File: src/rtl/xmem_pkg.sv
// Shared codes for the external memory bus controller.
// Assumes: request kinds 5..7 are never presented.
package xmem_pkg;

    localparam logic [2:0] K_FETCH = 3'd0;
    localparam logic [2:0] K_RD16  = 3'd1;
    localparam logic [2:0] K_WR16  = 3'd2;
    localparam logic [2:0] K_RD8   = 3'd3;
    localparam logic [2:0] K_WR8   = 3'd4;

    typedef enum logic [2:0] {
        PH_IDLE  = 3'd0,
        PH_ADDR  = 3'd1,
        PH_LATCH = 3'd2,
        PH_STRB  = 3'd3,
        PH_REL   = 3'd4,
        PH_INT   = 3'd5
    } phase_e;

    function automatic logic kind_is_write(input logic [2:0] k);
        return (k == K_WR16) || (k == K_WR8);
    endfunction

    function automatic logic kind_is_read(input logic [2:0] k);
        return (k == K_RD16) || (k == K_RD8);
    endfunction

    function automatic logic kind_is_short(input logic [2:0] k);
        return (k == K_RD8) || (k == K_WR8);
    endfunction

    function automatic logic kind_is_data16(input logic [2:0] k);
        return (k == K_RD16) || (k == K_WR16);
    endfunction

endpackage

File: src/rtl/xmem_route.sv
// Decides whether a data request is claimed by the on-chip expansion RAM.
// Short-address data requests are always claimed when the RAM is enabled;
// long-address data requests only when the upper byte lies in the page
// window [PAGE_FIRST, PAGE_LAST]; fetches never.
// Assumes: PAGE_FIRST <= PAGE_LAST, both fit in ADDR_W-DATA_W bits.
module xmem_route
    import xmem_pkg::*;
#(
    parameter int ADDR_W     = 16,
    parameter int DATA_W     = 8,
    parameter int PAGE_FIRST = 'hFF,
    parameter int PAGE_LAST  = 'hFF
) (
    input  logic [2:0]        kind,
    input  logic [ADDR_W-1:0] addr,
    input  logic              xram_en,
    output logic              go_int
);

    localparam int HI_W = ADDR_W - DATA_W;
    localparam logic [HI_W-1:0] PF = HI_W'(PAGE_FIRST);
    localparam logic [HI_W-1:0] PL = HI_W'(PAGE_LAST);

    logic [HI_W-1:0] page;
    logic            above_first;
    logic            below_last;

    assign page = addr[ADDR_W-1:DATA_W];

    // Lower bound: omitted when the window starts at page zero.
    generate
        if (PAGE_FIRST == 0) begin : g_lo_open
            assign above_first = 1'b1;
        end else begin : g_lo_cmp
            assign above_first = (page >= PF);
        end
    endgenerate

    // Upper bound: omitted when the window reaches the top page.
    generate
        if (PL == {HI_W{1'b1}}) begin : g_hi_open
            assign below_last = 1'b1;
        end else begin : g_hi_cmp
            assign below_last = (page <= PL);
        end
    endgenerate

    // Claim decision for the current request.
    always_comb begin
        go_int = 1'b0;
        if (xram_en) begin
            if (kind_is_short(kind))
                go_int = 1'b1;
            else if (kind_is_data16(kind))
                go_int = above_first && below_last;
        end
    end

endmodule

File: src/rtl/xmem_seq.sv
// Phase sequencer: accepts one request when idle, captures it, and steps
// through address, latch, strobe and release phases (or a single internal
// phase). Produces the completion pulse and read data one clock after the
// strobe or internal phase.
// Assumes: the route decision is valid in the same clock as req_valid.
module xmem_seq
    import xmem_pkg::*;
#(
    parameter int ADDR_W = 16,
    parameter int DATA_W = 8
) (
    input  logic              clk,
    input  logic              rst_n,
    input  logic              req_valid,
    input  logic [2:0]        req_kind,
    input  logic [ADDR_W-1:0] req_addr,
    input  logic [DATA_W-1:0] req_wdata,
    input  logic              go_int,
    input  logic [DATA_W-1:0] p0_in,
    input  logic [DATA_W-1:0] xram_rdata,
    output phase_e            phase,
    output logic [2:0]        cur_kind,
    output logic [ADDR_W-1:0] cur_addr,
    output logic [DATA_W-1:0] cur_wdata,
    output logic              req_ready,
    output logic              accept_ext,
    output logic              done,
    output logic              served_int,
    output logic [DATA_W-1:0] rdata
);

    assign req_ready  = (phase == PH_IDLE);
    assign accept_ext = req_ready && req_valid && !go_int;

    // Phase register and request capture.
    always_ff @(posedge clk) begin
        if (!rst_n) begin
            phase     <= PH_IDLE;
            cur_kind  <= K_FETCH;
            cur_addr  <= '0;
            cur_wdata <= '0;
        end else begin
            case (phase)
                PH_IDLE: begin
                    if (req_valid) begin
                        phase     <= go_int ? PH_INT : PH_ADDR;
                        cur_kind  <= req_kind;
                        cur_addr  <= req_addr;
                        cur_wdata <= req_wdata;
                    end
                end
                PH_ADDR:  phase <= PH_LATCH;
                PH_LATCH: phase <= PH_STRB;
                PH_STRB:  phase <= PH_REL;
                default:  phase <= PH_IDLE;
            endcase
        end
    end

    // Completion pulse, routing flag and read data capture.
    always_ff @(posedge clk) begin
        if (!rst_n) begin
            done       <= 1'b0;
            served_int <= 1'b0;
            rdata      <= '0;
        end else begin
            done       <= (phase == PH_STRB) || (phase == PH_INT);
            served_int <= (phase == PH_INT);
            if (kind_is_read(cur_kind)) begin
                if (phase == PH_STRB)
                    rdata <= p0_in;
                else if (phase == PH_INT)
                    rdata <= xram_rdata;
            end
        end
    end

endmodule

File: src/rtl/xmem_pins.sv
// Pin and latch stage: holds both software port latches, wipes the low
// latch to all ones when an external cycle is accepted, and derives the
// port values, the drive enable and all strobes from the current phase.
// Assumes: phase, kind, addr and wdata are stable for a whole phase.
module xmem_pins
    import xmem_pkg::*;
#(
    parameter int ADDR_W = 16,
    parameter int DATA_W = 8
) (
    input  logic                     clk,
    input  logic                     rst_n,
    input  phase_e                   phase,
    input  logic [2:0]               kind,
    input  logic [ADDR_W-1:0]        addr,
    input  logic [DATA_W-1:0]        wdata,
    input  logic                     accept_ext,
    input  logic                     cfg_ale_en,
    input  logic                     p0_lat_we,
    input  logic [DATA_W-1:0]        p0_lat_wdata,
    input  logic                     p2_lat_we,
    input  logic [ADDR_W-DATA_W-1:0] p2_lat_wdata,
    output logic [DATA_W-1:0]        p0_lat,
    output logic [ADDR_W-DATA_W-1:0] p2_lat,
    output logic [DATA_W-1:0]        p0_out,
    output logic                     p0_drive,
    output logic [ADDR_W-DATA_W-1:0] p2_out,
    output logic                     ale,
    output logic                     psen_n,
    output logic                     rd_n,
    output logic                     wr_n,
    output logic                     xram_sel,
    output logic                     xram_we
);

    localparam int HI_W = ADDR_W - DATA_W;

    logic addr_ph;
    logic strb_ph;
    logic in_bus;
    logic long_addr;

    assign addr_ph   = (phase == PH_ADDR) || (phase == PH_LATCH);
    assign strb_ph   = (phase == PH_STRB);
    assign in_bus    = addr_ph || strb_ph;
    assign long_addr = !kind_is_short(kind);

    // Low-port latch: an accepted external cycle overrides software writes.
    always_ff @(posedge clk) begin
        if (!rst_n)
            p0_lat <= '1;
        else if (accept_ext)
            p0_lat <= '1;
        else if (p0_lat_we)
            p0_lat <= p0_lat_wdata;
    end

    // High-port latch: only software writes touch it.
    always_ff @(posedge clk) begin
        if (!rst_n)
            p2_lat <= '1;
        else if (p2_lat_we)
            p2_lat <= p2_lat_wdata;
    end

    // Strobes: one at most, only in the strobe phase.
    always_comb begin
        ale    = cfg_ale_en && (phase == PH_ADDR);
        psen_n = !(strb_ph && (kind == K_FETCH));
        rd_n   = !(strb_ph && kind_is_read(kind));
        wr_n   = !(strb_ph && kind_is_write(kind));
    end

    // Low port: address, then write data, else the latch.
    always_comb begin
        p0_drive = addr_ph || (strb_ph && kind_is_write(kind));
        if (addr_ph)
            p0_out = addr[DATA_W-1:0];
        else if (strb_ph && kind_is_write(kind))
            p0_out = wdata;
        else
            p0_out = p0_lat;
    end

    // High port: upper address for long cycles, else the latch (paging).
    always_comb begin
        if (in_bus && long_addr)
            p2_out = addr[ADDR_W-1:DATA_W];
        else
            p2_out = p2_lat;
    end

    // Internal RAM access controls.
    always_comb begin
        xram_sel = (phase == PH_INT);
        xram_we  = (phase == PH_INT) && kind_is_write(kind);
    end

    logic [HI_W-1:0] unused_hi;
    assign unused_hi = '0;

endmodule

File: src/rtl/xmem_bus_ctrl.sv
// Top of the multiplexed external memory bus controller. Routes each
// request to the external bus or the on-chip expansion RAM and wires the
// sequencer to the pin stage.
// Assumes: ADDR_W = 2*DATA_W style split (low byte multiplexed on port 0).
module xmem_bus_ctrl
    import xmem_pkg::*;
#(
    parameter int ADDR_W     = 16,
    parameter int DATA_W     = 8,
    parameter int PAGE_FIRST = 'hFF,
    parameter int PAGE_LAST  = 'hFF
) (
    input  logic                     clk,
    input  logic                     rst_n,
    input  logic                     cfg_ale_en,
    input  logic                     cfg_xram_en,
    input  logic                     req_valid,
    input  logic [2:0]               req_kind,
    input  logic [ADDR_W-1:0]        req_addr,
    input  logic [DATA_W-1:0]        req_wdata,
    output logic                     req_ready,
    output logic                     done,
    output logic                     served_int,
    output logic [DATA_W-1:0]        rdata,
    input  logic                     p0_lat_we,
    input  logic [DATA_W-1:0]        p0_lat_wdata,
    input  logic                     p2_lat_we,
    input  logic [ADDR_W-DATA_W-1:0] p2_lat_wdata,
    output logic [DATA_W-1:0]        p0_lat,
    output logic [ADDR_W-DATA_W-1:0] p2_lat,
    input  logic [DATA_W-1:0]        p0_in,
    output logic [DATA_W-1:0]        p0_out,
    output logic                     p0_drive,
    output logic [ADDR_W-DATA_W-1:0] p2_out,
    output logic                     ale,
    output logic                     psen_n,
    output logic                     rd_n,
    output logic                     wr_n,
    output logic                     xram_sel,
    output logic                     xram_we,
    output logic [ADDR_W-1:0]        xram_addr,
    output logic [DATA_W-1:0]        xram_wdata,
    input  logic [DATA_W-1:0]        xram_rdata
);

    phase_e            phase;
    logic [2:0]        cur_kind;
    logic [ADDR_W-1:0] cur_addr;
    logic [DATA_W-1:0] cur_wdata;
    logic              go_int;
    logic              accept_ext;

    xmem_route #(
        .ADDR_W(ADDR_W), .DATA_W(DATA_W),
        .PAGE_FIRST(PAGE_FIRST), .PAGE_LAST(PAGE_LAST)
    ) u_route (
        .kind    (req_kind),
        .addr    (req_addr),
        .xram_en (cfg_xram_en),
        .go_int  (go_int)
    );

    xmem_seq #(.ADDR_W(ADDR_W), .DATA_W(DATA_W)) u_seq (
        .clk        (clk),
        .rst_n      (rst_n),
        .req_valid  (req_valid),
        .req_kind   (req_kind),
        .req_addr   (req_addr),
        .req_wdata  (req_wdata),
        .go_int     (go_int),
        .p0_in      (p0_in),
        .xram_rdata (xram_rdata),
        .phase      (phase),
        .cur_kind   (cur_kind),
        .cur_addr   (cur_addr),
        .cur_wdata  (cur_wdata),
        .req_ready  (req_ready),
        .accept_ext (accept_ext),
        .done       (done),
        .served_int (served_int),
        .rdata      (rdata)
    );

    xmem_pins #(.ADDR_W(ADDR_W), .DATA_W(DATA_W)) u_pins (
        .clk          (clk),
        .rst_n        (rst_n),
        .phase        (phase),
        .kind         (cur_kind),
        .addr         (cur_addr),
        .wdata        (cur_wdata),
        .accept_ext   (accept_ext),
        .cfg_ale_en   (cfg_ale_en),
        .p0_lat_we    (p0_lat_we),
        .p0_lat_wdata (p0_lat_wdata),
        .p2_lat_we    (p2_lat_we),
        .p2_lat_wdata (p2_lat_wdata),
        .p0_lat       (p0_lat),
        .p2_lat       (p2_lat),
        .p0_out       (p0_out),
        .p0_drive     (p0_drive),
        .p2_out       (p2_out),
        .ale          (ale),
        .psen_n       (psen_n),
        .rd_n         (rd_n),
        .wr_n         (wr_n),
        .xram_sel     (xram_sel),
        .xram_we      (xram_we)
    );

    assign xram_addr  = cur_addr;
    assign xram_wdata = cur_wdata;

endmodule

File: config.mk
export PLATFORM = sky130hd
export DESIGN_NAME = xmem_bus_ctrl
export DESIGN_NICKNAME = d
export VERILOG_FILES = /design/src/rtl/xmem_pkg.sv /design/src/rtl/xmem_route.sv /design/src/rtl/xmem_seq.sv /design/src/rtl/xmem_pins.sv /design/src/rtl/xmem_bus_ctrl.sv
export SDC_FILE = /design/constraint.sdc
export NUM_CORES = 1
export LEC_CHECK = 0
export ABC_AREA = 1
export BUFFER_PORTS_ARGS = -buffer_cell sky130_fd_sc_hd__buf_2
export CAP_MARGIN = 20
export CORE_MARGIN = 1
export CORE_UTILIZATION = 45
export CTS_CLUSTER_DIAMETER = 50
export DETAILED_ROUTE_END_ITERATION = 7
export MAX_ROUTING_LAYER = met4
export PLACE_DENSITY = 0.83
export SLEW_MARGIN = 10
export SYNTH_ARGS = -nofsm -noshare
export SYNTH_HDL_FRONTEND = slang
export SYNTH_HIERARCHICAL = 1
export SYNTH_SLANG_ARGS = --single-unit
File: constraint.sdc
create_clock -name clk -period 2.09 [get_ports clk]
set_clock_uncertainty 0.2 [all_clocks]
set_input_delay 0.1045 -clock clk [delete_from_list [all_inputs] [get_ports clk]]
set_output_delay 0.1045 -clock clk [all_outputs]
set_load 0.03 [all_outputs]
==> metrics.json <==
{
  "floorplanning": {
    "die_w_um": 80.8,
    "num_rows": 28,
    "vertical_die_dimension_um": 80.8,
    "die_outline_area_um2": 6530,
    "placeableCoreArea_um2": 5960,
    "start_util_pct": 46.9,
    "top_level_ports": 140
  },
  "sta": {
    "highest_clock_frequency_the_design_can_meet_ghz": 0.507,
    "tightest_slew_ns": 0.491,
    "grt_setup_unrepaired": "true",
    "final_critical_path_setup_slack_ns": 0.118,
    "timing.final.crit_share_pct": 94.4,
    "count_of_final_setup_violators": 0,
    "final_hold_viol_count": 0,
    "timing.slew.headroom_pct": 67.2,
    "timing.final.crit_period_ns": 1.97,
    "maxSlewViolCount": 0
  },
  "place": {
    "place_hpwl_mm": 5.98,
    "globalplace.congestion": 0.871,
    "portBuffers": 139,
    "pre_cts_ws_ns": 0.256
  },
  "route": {
    "detail-route-antenna-nets": 0,
    "route.detailed.vias_per_inst": 5.02,
    "drt_drc_violations_left": 0,
    "first_pass_iters": 7,
    "drtIter0Drc": 341,
    "wire_per_inst_um": 13.8,
    "detailroute.via_count": 3530,
    "totalWireLength_mm": 9.70
  },
  "clock_tree": {
    "cts_setup_buffers": 0,
    "clkSlewWorstSetupHoldPaths_ns": 0.09,
    "worst_skew_pair.late_latency_ns": 0.30,
    "clock-sinks": 56,
    "htree_levels": 2,
    "clock_tree.buffer_depth": 2,
    "clk_root_buffer_cell": "sky130_fd_sc_hd__clkbuf_8",
    "cts_made_buffers": 5,
    "cts_tree": "done"
  },
  "yosys": {
    "ys.warnings.count": 6,
    "synthCells": 420,
    "post_synthesis_instance_area_um2": 2790,
    "postSynthAreaPerCell_um2": 6.65,
    "synth_cell_type_count": 27,
    "ys_seq_elements": 56,
    "synthesized_netlist_net_count": 486,
    "register_area_share_after_synthesis_pct": 40.1
  },
  "critical_path": {
    "critical_path.startpoint_type": "flip-flop",
    "worst_path_dominant_cell_family": "buffers and inverters",
    "critPathMaxStageDelay_ns": 0.41,
    "crit_type": "flip-flop to output pin",
    "path_max_fanout": 9,
    "timing.critical_path.cells": "clkinv_1 -> nand3_2 -> o21ai_4 -> inv_4 -> nand3_1 -> nand2_1 -> buf_2",
    "setup.worst_path.end_class": "output pin",
    "crit_path_top_delay_cell": "sky130_fd_sc_hd__dfxtp_2",
    "worstPathBufferInverterCount": 3,
    "arrival_ns": 1.67,
    "worst_ep_required_time_ns": 1.79
  },
  "hold_path": {
    "hp-class": "input pin to flip-flop"
  },
  "final_layout": {
    "antenna_cells": 0,
    "area_growth_syn_to_layout_pct": 56.7,
    "fillers": 469,
    "proportion_of_layout_cells_with_a_drive_suffix_above_1_pct": 28.8,
    "num-nets-final": 694
  },
  "global_route": {
    "grt_pass1_vias": 3217,
    "number_of_antenna_violations_at_the_first_check_in_global_routing": 0,
    "grt_pass1_wl_mm": 14.6,
    "globalRouteOverflowTotal": 0,
    "grt_max_degree": 29,
    "grt_util_all_layers_pct": 30.0
  },
  "pwr": {
    "cellPowerDensity_nw_per_um2": 675,
    "leakage_nw": 2.20,
    "power.ir.vdd_worst_mv": 0.411,
    "power_w": 0.00295
  },
  "run": {
    "maxCapViolCount": 0
  },
  "status": {
    "status": "finished, final reports clean"
  }
}
## layout by cell type (no fill, tap or decap), types with 9 or more instances in the layout
master | netlist | layout
sky130_fd_sc_hd__nand3_1 | 57 | 56
sky130_fd_sc_hd__nand2_1 | 141 | 141
sky130_fd_sc_hd__buf_2 | 9 | 139
sky130_fd_sc_hd__dlygate4sd3_1 | 0 | 74
sky130_fd_sc_hd__a21oi_1 | 30 | 30
sky130_fd_sc_hd__inv_1 | 36 | 36
sky130_fd_sc_hd__dfxtp_1 | 56 | 53
sky130_fd_sc_hd__nor2_1 | 28 | 28
sky130_fd_sc_hd__buf_4 | 3 | 9
sky130_fd_sc_hd__o21ai_0 | 10 | 10
## tightest hold or removal path, cell delays in order
cell and delay, ns:
sky130_fd_sc_hd__buf_2 0.09, sky130_fd_sc_hd__nand4_1 0.09, sky130_fd_sc_hd__nand2_1 0.07, sky130_fd_sc_hd__nor2_1 0.04
sky130_fd_sc_hd__nor2_1 0.09
## cells in the mapped netlist (all sizes together)
cell type | number | area share, %
and2 | 1 | 0.22
o211ai | 8 | 2.1
buf | 18 | 4.6
nand4 | 8 | 1.8
nor2 | 31 | 4.4
dfxtp | 56 | 40
inv | 41 | 5.6
clkbuf | 3 | 0.40
nand3 | 60 | 12
nand2 | 148 | 21
o21ai | 13 | 2.5
clkinv | 2 | 0.31
a21oi | 31 | 5.7
## registers in the layout, summed over array words and instances, names as in the netlist
name / count
u_seq/rdata: 8
u_seq/cur_wdata: 8
u_seq/served_int: 1
u_pins/p2_lat: 8
u_seq/cur_addr: 16
u_seq/phase: 3
u_seq/done: 1
u_pins/p0_lat: 8
u_seq/cur_kind: 3
## metrics by stage
stage | setup TNS, ns | instance area (um2) | instances | utilization (%) | hold WS (ns)
6_report | 0 | 4380 | 703 | 73.5 | 0.00978
3_5_place_dp | 0 | 3510 | 622 | 59.0 | 0.121
3_3_place_gp | 0 | 3510 | 622 | 59.0 | 0.119
2_1_floorplan | 0 | 2790 | 420 | - | 0.0267
5_1_grt | -0.00430 | 4380 | 703 | 73.5 | 0.0269
4_1_cts | 0 | 4360 | 703 | 73.2 | 0.00152
## kinds of logic after synthesis
kind of cell / share of synthesized area, %
buffers and inverters: 10.9
AOI/OAI and AO/OA: 10.3
and+or+nand+nor: 38.7
DFF: 40.1
## power by group
group	total, W	switching [W]	internal (W)
sequential	0.00122	0.0000703	0.00114
combinational	0.00111	0.000727	0.000383
clock	0.000629	0.000333	0.000296
## metal layers
layer / GRT usage [%] / share of wire, % / up-vias / wire length, um
met5: - / 0 / - / 0
met4: 13.2 / 3.1 / 0 / 299
met3: 5.17 / 6.6 / 34 / 636
met2: 53.2 / 50 / 162 / 4900
met1: 32.8 / 40 / 1583 / 3870
li1: - / - / 1751 / -
## worst paths after layout
kind                                         start            endpoint  slack (ns)  cells after the start
worst max-delay path                u_seq/phase[2]           p0_out[7]        0.12                      7
worst min-delay path                      p0_in[0]      u_seq/rdata[0]        0.01                      5
worst max register to register      u_seq/phase[0]      u_seq/rdata[3]        0.28                      7
worst min register to register  u_seq/cur_wdata[0]  u_seq/cur_wdata[0]        0.29                      2
## timing repair
action | CTS | global route
endpoints found under the setup margin | 8 | 18
hold buffers | 74 | 0
hold endpoints to repair | 52 | 0
resized for setup | 2 | 6
## layout make-up
type | count | area, um2 | area share (%)
well taps | 75 | 93.8 | 2.14
inverters | 43 | 168 | 3.83
clock buffers | 7 | 96.3 | 2.20
repair buffers | 222 | 1500 | 34.4
multi-input cells | 300 | 1390 | 31.8
flip-flops and latches | 56 | 1120 | 25.7
No activity file was read; power rests on OpenSTA's default activity.
